$ cat src/rtl/panel_seq_pkg.sv
package panel_seq_pkg;

    typedef enum logic [2:0] {
        PS_OFF      = 3'd0,
        PS_PWR_WAIT = 3'd1,
        PS_RST_HI   = 3'd2,
        PS_RST_LO   = 3'd3,
        PS_SETTLE   = 3'd4,
        PS_READY    = 3'd5,
        PS_PWR_DOWN = 3'd6
    } pseq_state_e;

    typedef struct packed {
        logic pwr_en;
        logic rst_n;
        logic dc;
        logic cs_n;
        logic ready;
    } panel_pins_t;

    function automatic panel_pins_t pins_for(pseq_state_e s);
        panel_pins_t p;
        p = '0;
        case (s)
            PS_PWR_WAIT: p = '{pwr_en: 1'b1, rst_n: 1'b0, dc: 1'b1, cs_n: 1'b1, ready: 1'b0};
            PS_RST_HI,
            PS_SETTLE:   p = '{pwr_en: 1'b1, rst_n: 1'b1, dc: 1'b1, cs_n: 1'b1, ready: 1'b0};
            PS_RST_LO:   p = '{pwr_en: 1'b1, rst_n: 1'b0, dc: 1'b1, cs_n: 1'b1, ready: 1'b0};
            PS_READY:    p = '{pwr_en: 1'b1, rst_n: 1'b1, dc: 1'b1, cs_n: 1'b1, ready: 1'b1};
            PS_PWR_DOWN: p = '{pwr_en: 1'b1, rst_n: 1'b0, dc: 1'b0, cs_n: 1'b0, ready: 1'b0};
            default:     p = '0;
        endcase
        return p;
    endfunction

    function automatic int max_of(int a, int b);
        return (a > b) ? a : b;
    endfunction

endpackage

$ cat src/rtl/panel_seq_ms_tick.sv
module panel_seq_ms_tick #(
    parameter int CYC = 100
) (
    input  logic clk,
    input  logic rst,
    input  logic clear,
    output logic tick
);
    localparam int CW = (CYC > 1) ? $clog2(CYC) : 1;

    logic [CW-1:0] cnt;

    assign tick = (cnt == CW'(CYC - 1));

    always_ff @(posedge clk) begin
        if (rst || clear || tick) begin
            cnt <= '0;
        end else begin
            cnt <= cnt + 1'b1;
        end
    end
endmodule

$ cat src/rtl/panel_seq_interval.sv
module panel_seq_interval #(
    parameter int MSW = 8
) (
    input  logic           clk,
    input  logic           rst,
    input  logic           load,
    input  logic [MSW-1:0] dur_ms,
    input  logic           tick,
    output logic           expire
);
    logic [MSW-1:0] ms_left;

    assign expire = tick && (ms_left == MSW'(1));

    always_ff @(posedge clk) begin
        if (rst) begin
            ms_left <= '0;
        end else if (load) begin
            ms_left <= dur_ms;
        end else if (tick && (ms_left != '0)) begin
            ms_left <= ms_left - 1'b1;
        end
    end
endmodule

$ cat src/rtl/panel_power_seq.sv
module panel_power_seq
    import panel_seq_pkg::*;
#(
    parameter int CLK_HZ   = 100_000,
    parameter int T_PWR_MS = 200,
    parameter int T_RH_MS  = 2,
    parameter int T_RL_MS  = 4,
    parameter int T_SET_MS = 20,
    parameter int T_OFF_MS = 1
) (
    input  logic       clk,
    input  logic       rst,
    input  logic       start,
    input  logic       stop,
    output logic       pwr_en,
    output logic       panel_rst_n,
    output logic       dc_sel,
    output logic       cs_n,
    output logic       ready,
    output logic       done,
    output logic [2:0] state
);
    localparam int CYC    = CLK_HZ / 1000;
    localparam int MAX_MS = max_of(max_of(max_of(T_PWR_MS, T_RH_MS), max_of(T_RL_MS, T_SET_MS)), T_OFF_MS);
    localparam int MSW    = $clog2(MAX_MS + 1);

    pseq_state_e    st, nxt;
    logic           load, tick, expire, done_nxt;
    logic [MSW-1:0] dur;
    panel_pins_t    pins;

    panel_seq_ms_tick #(.CYC(CYC)) u_tick (
        .clk   (clk),
        .rst   (rst),
        .clear (load),
        .tick  (tick)
    );

    panel_seq_interval #(.MSW(MSW)) u_ival (
        .clk    (clk),
        .rst    (rst),
        .load   (load),
        .dur_ms (dur),
        .tick   (tick),
        .expire (expire)
    );

    always_comb begin
        nxt  = st;
        load = 1'b0;
        dur  = '0;
        case (st)
            PS_OFF: if (start) begin
                nxt = PS_PWR_WAIT; load = 1'b1; dur = MSW'(T_PWR_MS);
            end
            PS_PWR_WAIT: if (expire) begin
                nxt = PS_RST_HI; load = 1'b1; dur = MSW'(T_RH_MS);
            end
            PS_RST_HI: if (expire) begin
                nxt = PS_RST_LO; load = 1'b1; dur = MSW'(T_RL_MS);
            end
            PS_RST_LO: if (expire) begin
                nxt = PS_SETTLE; load = 1'b1; dur = MSW'(T_SET_MS);
            end
            PS_SETTLE: if (expire) begin
                nxt = PS_READY;
            end
            PS_READY: if (stop) begin
                nxt = PS_PWR_DOWN; load = 1'b1; dur = MSW'(T_OFF_MS);
            end
            PS_PWR_DOWN: if (expire) begin
                nxt = PS_OFF;
            end
            default: nxt = PS_OFF;
        endcase
    end

    assign done_nxt = ((st == PS_SETTLE) && (nxt == PS_READY)) ||
                      ((st == PS_PWR_DOWN) && (nxt == PS_OFF));

    always_ff @(posedge clk) begin
        if (rst) begin
            st   <= PS_OFF;
            done <= 1'b0;
        end else begin
            st   <= nxt;
            done <= done_nxt;
        end
    end

    assign pins        = pins_for(st);
    assign pwr_en      = pins.pwr_en;
    assign panel_rst_n = pins.rst_n;
    assign dc_sel      = pins.dc;
    assign cs_n        = pins.cs_n;
    assign ready       = pins.ready;
    assign state       = st;
endmodule

$ cat config.mk
export PLATFORM = sky130hd
export DESIGN_NAME = panel_power_seq
export DESIGN_NICKNAME = d
export VERILOG_FILES = /design/src/rtl/panel_seq_pkg.sv /design/src/rtl/panel_seq_ms_tick.sv /design/src/rtl/panel_seq_interval.sv /design/src/rtl/panel_power_seq.sv
export SDC_FILE = /design/constraint.sdc
export NUM_CORES = 1
export LEC_CHECK = 0
export CAP_MARGIN = 20
export CORE_UTILIZATION = 35
export DETAILED_ROUTE_END_ITERATION = 16
export PLACE_DENSITY = 0.64
export SYNTH_ARGS = -nofsm -noshare
export SYNTH_HDL_FRONTEND = slang
export SYNTH_HIERARCHICAL = 1
export SYNTH_SLANG_ARGS = --single-unit
export TNS_END_PERCENT = 50
$ cat constraint.sdc
create_clock -name clk -period 2.2 [get_ports clk]
set_clock_uncertainty 0.15 [all_clocks]
set_input_delay 0.44 -clock clk [delete_from_list [all_inputs] [get_ports clk]]
set_output_delay 0.44 -clock clk [all_outputs]
set_load 0.01 [all_outputs]
==> flow_metrics.py <==
metrics = {
    "worst_hold_path": {
        "min_from": "u_tick/cnt[5]$_SDFF_PP0_",
        "min_to": "u_tick/cnt[5]$_SDFF_PP0_",
        "whs_path_depth": 2,
        "hold_path_class": "register to register",
    },
    "drt": {
        "drc": 0,
        "vias": 1111,
        "wl_per_cell_um": 12.1,
        "ant_nets": 0,
        "postRouteWirelength_mm": 2.59,
        "viasPerCell": 5.19,
        "drtIter0Drc": 75,
        "dr.pass1.iters": 4,
    },
    "power_and_ir_drop": {
        "ir_worst_vdd_v": 0.000203,
        "pwr_density_cell_nw_per_um2": 470,
        "leakagePower_nw": 0.537,
    },
    "clock_tree": {
        "clock_path_buffers": 2,
        "cts_tree": "yes",
        "root_buffer": "clkbuf_4",
        "clock_latency_ps": 300,
        "clkSinkCount": 19,
        "numCtsBuffers": 3,
        "clk_pin_slew_ps": 120,
        "htreeDepth": 1,
    },
    "critical_path": {
        "critPathMaxStageDelay_ps": 560,
        "critPathKind": "register to output port",
        "crit_chain": "nor3_1, a21oi_1, clkdlybuf4s50_1",
        "r2r_cells": 10,
        "cp.arrival_ps": 1510,
        "cp_slowest_cell": "clkdlybuf4s50_1",
        "path_max_fanout": 10,
        "rrSetupSlack_ps": 140,
        "worstPathRequired_ps": 1610,
        "r2r_start": "u_tick/cnt[3]$_SDFF_PP0_",
        "cp-start-kind": "register",
        "cp-end-kind": "output port",
        "regToRegEndpoint": "u_tick/cnt[3]$_SDFF_PP0_",
    },
    "yosys": {
        "ys_warn_count": 6,
        "async_flop_share_pct": 0,
        "syn_nets": 154,
        "yosysTopAreaCell": "dfxtp_1",
        "synth-edff-count": 0,
        "ys_types": 49,
        "netlist_area_um2": 1160,
        "synthCells": 146,
        "synth_flop_cell": "dfxtp_1",
        "synth_seq_cells": 19,
        "ys_top_cells_by_area": "dfxtp_1 (33%), nor2_1 (6.8%), ha_1 (4.3%)",
        "synth_seq_area_share_pct": 32.7,
        "synth_area_per_cell_um2": 7.98,
        "synth_top_area_share_pct": 32.7,
    },
    "placement": {
        "io_buffer_count": 12,
        "hpwl_mm": 1.92,
        "gp_congestion": 0.810,
    },
    "floorplan": {
        "start_util_pct": 37.5,
        "ios": 13,
        "die_w_um": 59.7,
        "core_um2": 3100,
        "row_count": 20,
        "dieArea_um2": 3560,
        "die_h_um": 59.7,
    },
    "timing": {
        "rsz0062_at_grt": "yes",
        "max_freq_mhz": 476,
        "setup_viol": 0,
        "whs_ps": 373,
        "finalCritPeriodShare_pct": 95.4,
        "slew_viol_final": 0,
        "hold_viol": 0,
        "period_needed_ps": 2100,
        "fin_setup_tns_ps": 0,
    },
    "global_route": {
        "grt_first_pass_wirelength_mm": 4.40,
        "antenna_found_initial": 0,
        "grt_max_degree": 15,
        "overflow": 0,
        "grt_pass1_vias": 1059,
        "gr-usage-all-layers_pct": 16.3,
    },
    "final_layout": {
        "drive_gt1_share_pct": 27.6,
        "n_fill_cell": 324,
        "synthToLayoutAreaGrowth_pct": 27.7,
        "diodes": 0,
        "layout.nets": 179,
    },
    "run": {
        "cap_violations": 0,
    },
    "status": {
        "outcome": "finished, final reports clean",
    },
}
## kinds of logic after synthesis
kind of cell	count (synthesis)	synth area share, %
fa+ha+maj	5	5.26
simple gates	68	32.0
compound gates	33	19.1
mux	1	0.859
other cells	1	0.322
buf+inv	15	6.77
flops	19	32.7
xor+xnor	4	3.01
## Yosys cell counts, types with 2 or more instances
master    count
a211oi_1      5
a21oi_1       9
a21oi_2       2
a221oi_1      2
a31oi_1       2
and3_1        3
buf_2         3
buf_6         2
dfxtp_1      19
ha_1          4
inv_1         7
nand2_1      10
nand2b_1      3
nand3_1       4
nor2_1       21
nor3_1        8
o21ai_0       5
o21ai_1       2
or3_1         3
xor2_1        3
## critical path: cells and delay by family, from the launching register on
kind            cells  cell delay [ps]
flops               1              430
simple gates        1               80
buf+inv             1              560
compound gates      1              150
## final cells by class
cell class	count	area [um2]	share of cell area (%)
multi-input combinational	112	744	50.0
sequential	19	392	26.3
timing repair buffer	28	243	16.3
tap	44	55.1	3.70
inverter	7	26.3	1.77
clock buffer	3	22.5	1.51
clock inverter	1	5.00	0.336
## flip-flops by register name, indices dropped and copies added (netlist names)
register and cells:
state 3, done 1, u_tick/cnt 7, u_ival/ms_left 8
## where the power goes
part,switching [mW],internal (mW),leakage [nW]
Combinational,0.0738,0.0717,0.361
Clock,0.112,0.0676,0.0177
Sequential,0.0160,0.359,0.158
Total,0.202,0.498,0.537
## layer usage
layer	track usage [%]	vias up	wire length (um)
li1	-	564	-
met1	20.7	524	1230
met2	26.7	21	1240
met3	3.25	2	93
met4	6.98	0	21
met5	0	-	0
## cell usage in the layout, fill, tap and decap left out, types with 2 or more instances in the layout
| cell | synthesis | layout |
|---|---|---|
| a211oi_1 | 5 | 5 |
| a21oi_1 | 9 | 9 |
| a21oi_2 | 2 | 2 |
| a31oi_1 | 2 | 2 |
| and3_1 | 3 | 3 |
| buf_4 | 1 | 16 |
| clkbuf_4 | 0 | 3 |
| clkdlybuf4s50_1 | 0 | 11 |
| dfxtp_1 | 19 | 12 |
| dfxtp_2 | 0 | 6 |
| ha_1 | 4 | 4 |
| inv_1 | 7 | 7 |
| nand2_1 | 10 | 9 |
| nand2b_1 | 3 | 3 |
| nand3_1 | 4 | 4 |
| nor2_1 | 21 | 20 |
| nor3_1 | 8 | 8 |
| o21ai_0 | 5 | 5 |
| o21ai_2 | 1 | 2 |
| or3_1 | 3 | 3 |
| xor2_1 | 3 | 3 |
## metrics by stage
stage / instances / worst slack, ps / cell area [um2] / util (%) / power (mW)
3_5_place_dp: 209 / 97.1 / 1410 / 45.4 / 0.524
4_1_cts: 213 / 15.1 / 1440 / 46.3 / 0.706
6_report: 214 / 101 / 1490 / 47.9 / 0.700
3_3_place_gp: 209 / 126 / 1410 / 45.4 / 0.522
2_1_floorplan: 146 / 10.0 / 1170 / - / 0.465
5_1_grt: 214 / -25.0 / 1490 / 47.9 / 0.753
## worst max-delay path by stage
stage | start | end | depth (start not counted)
2_1_floorplan | u_tick/cnt[0]$_SDFF_PP0_ | u_ival/ms_left[0]$_SDFFE_PP0P_ | 11
3_3_place_gp | u_tick/cnt[4]$_SDFF_PP0_ | u_ival/ms_left[4]$_SDFFE_PP0P_ | 6
3_5_place_dp | u_tick/cnt[4]$_SDFF_PP0_ | u_tick/cnt[4]$_SDFF_PP0_ | 10
4_1_cts | state[2]$_SDFF_PP0_ | dc_sel | 3
5_1_grt | u_tick/cnt[0]$_SDFF_PP0_ | u_ival/ms_left[6]$_SDFFE_PP0P_ | 10
6_report | state[2]$_SDFF_PP0_ | dc_sel | 3
## timing repair
item / CTS / global route
gates resized for setup: 1 / 12
hold buffers: 0 / 0
setup endpoints to repair: 5 / 18
pin swaps: 0 / 2
buffers inserted: 0 / 1
gates cloned: 0 / 0
Power figures use the tool's default switching activity.
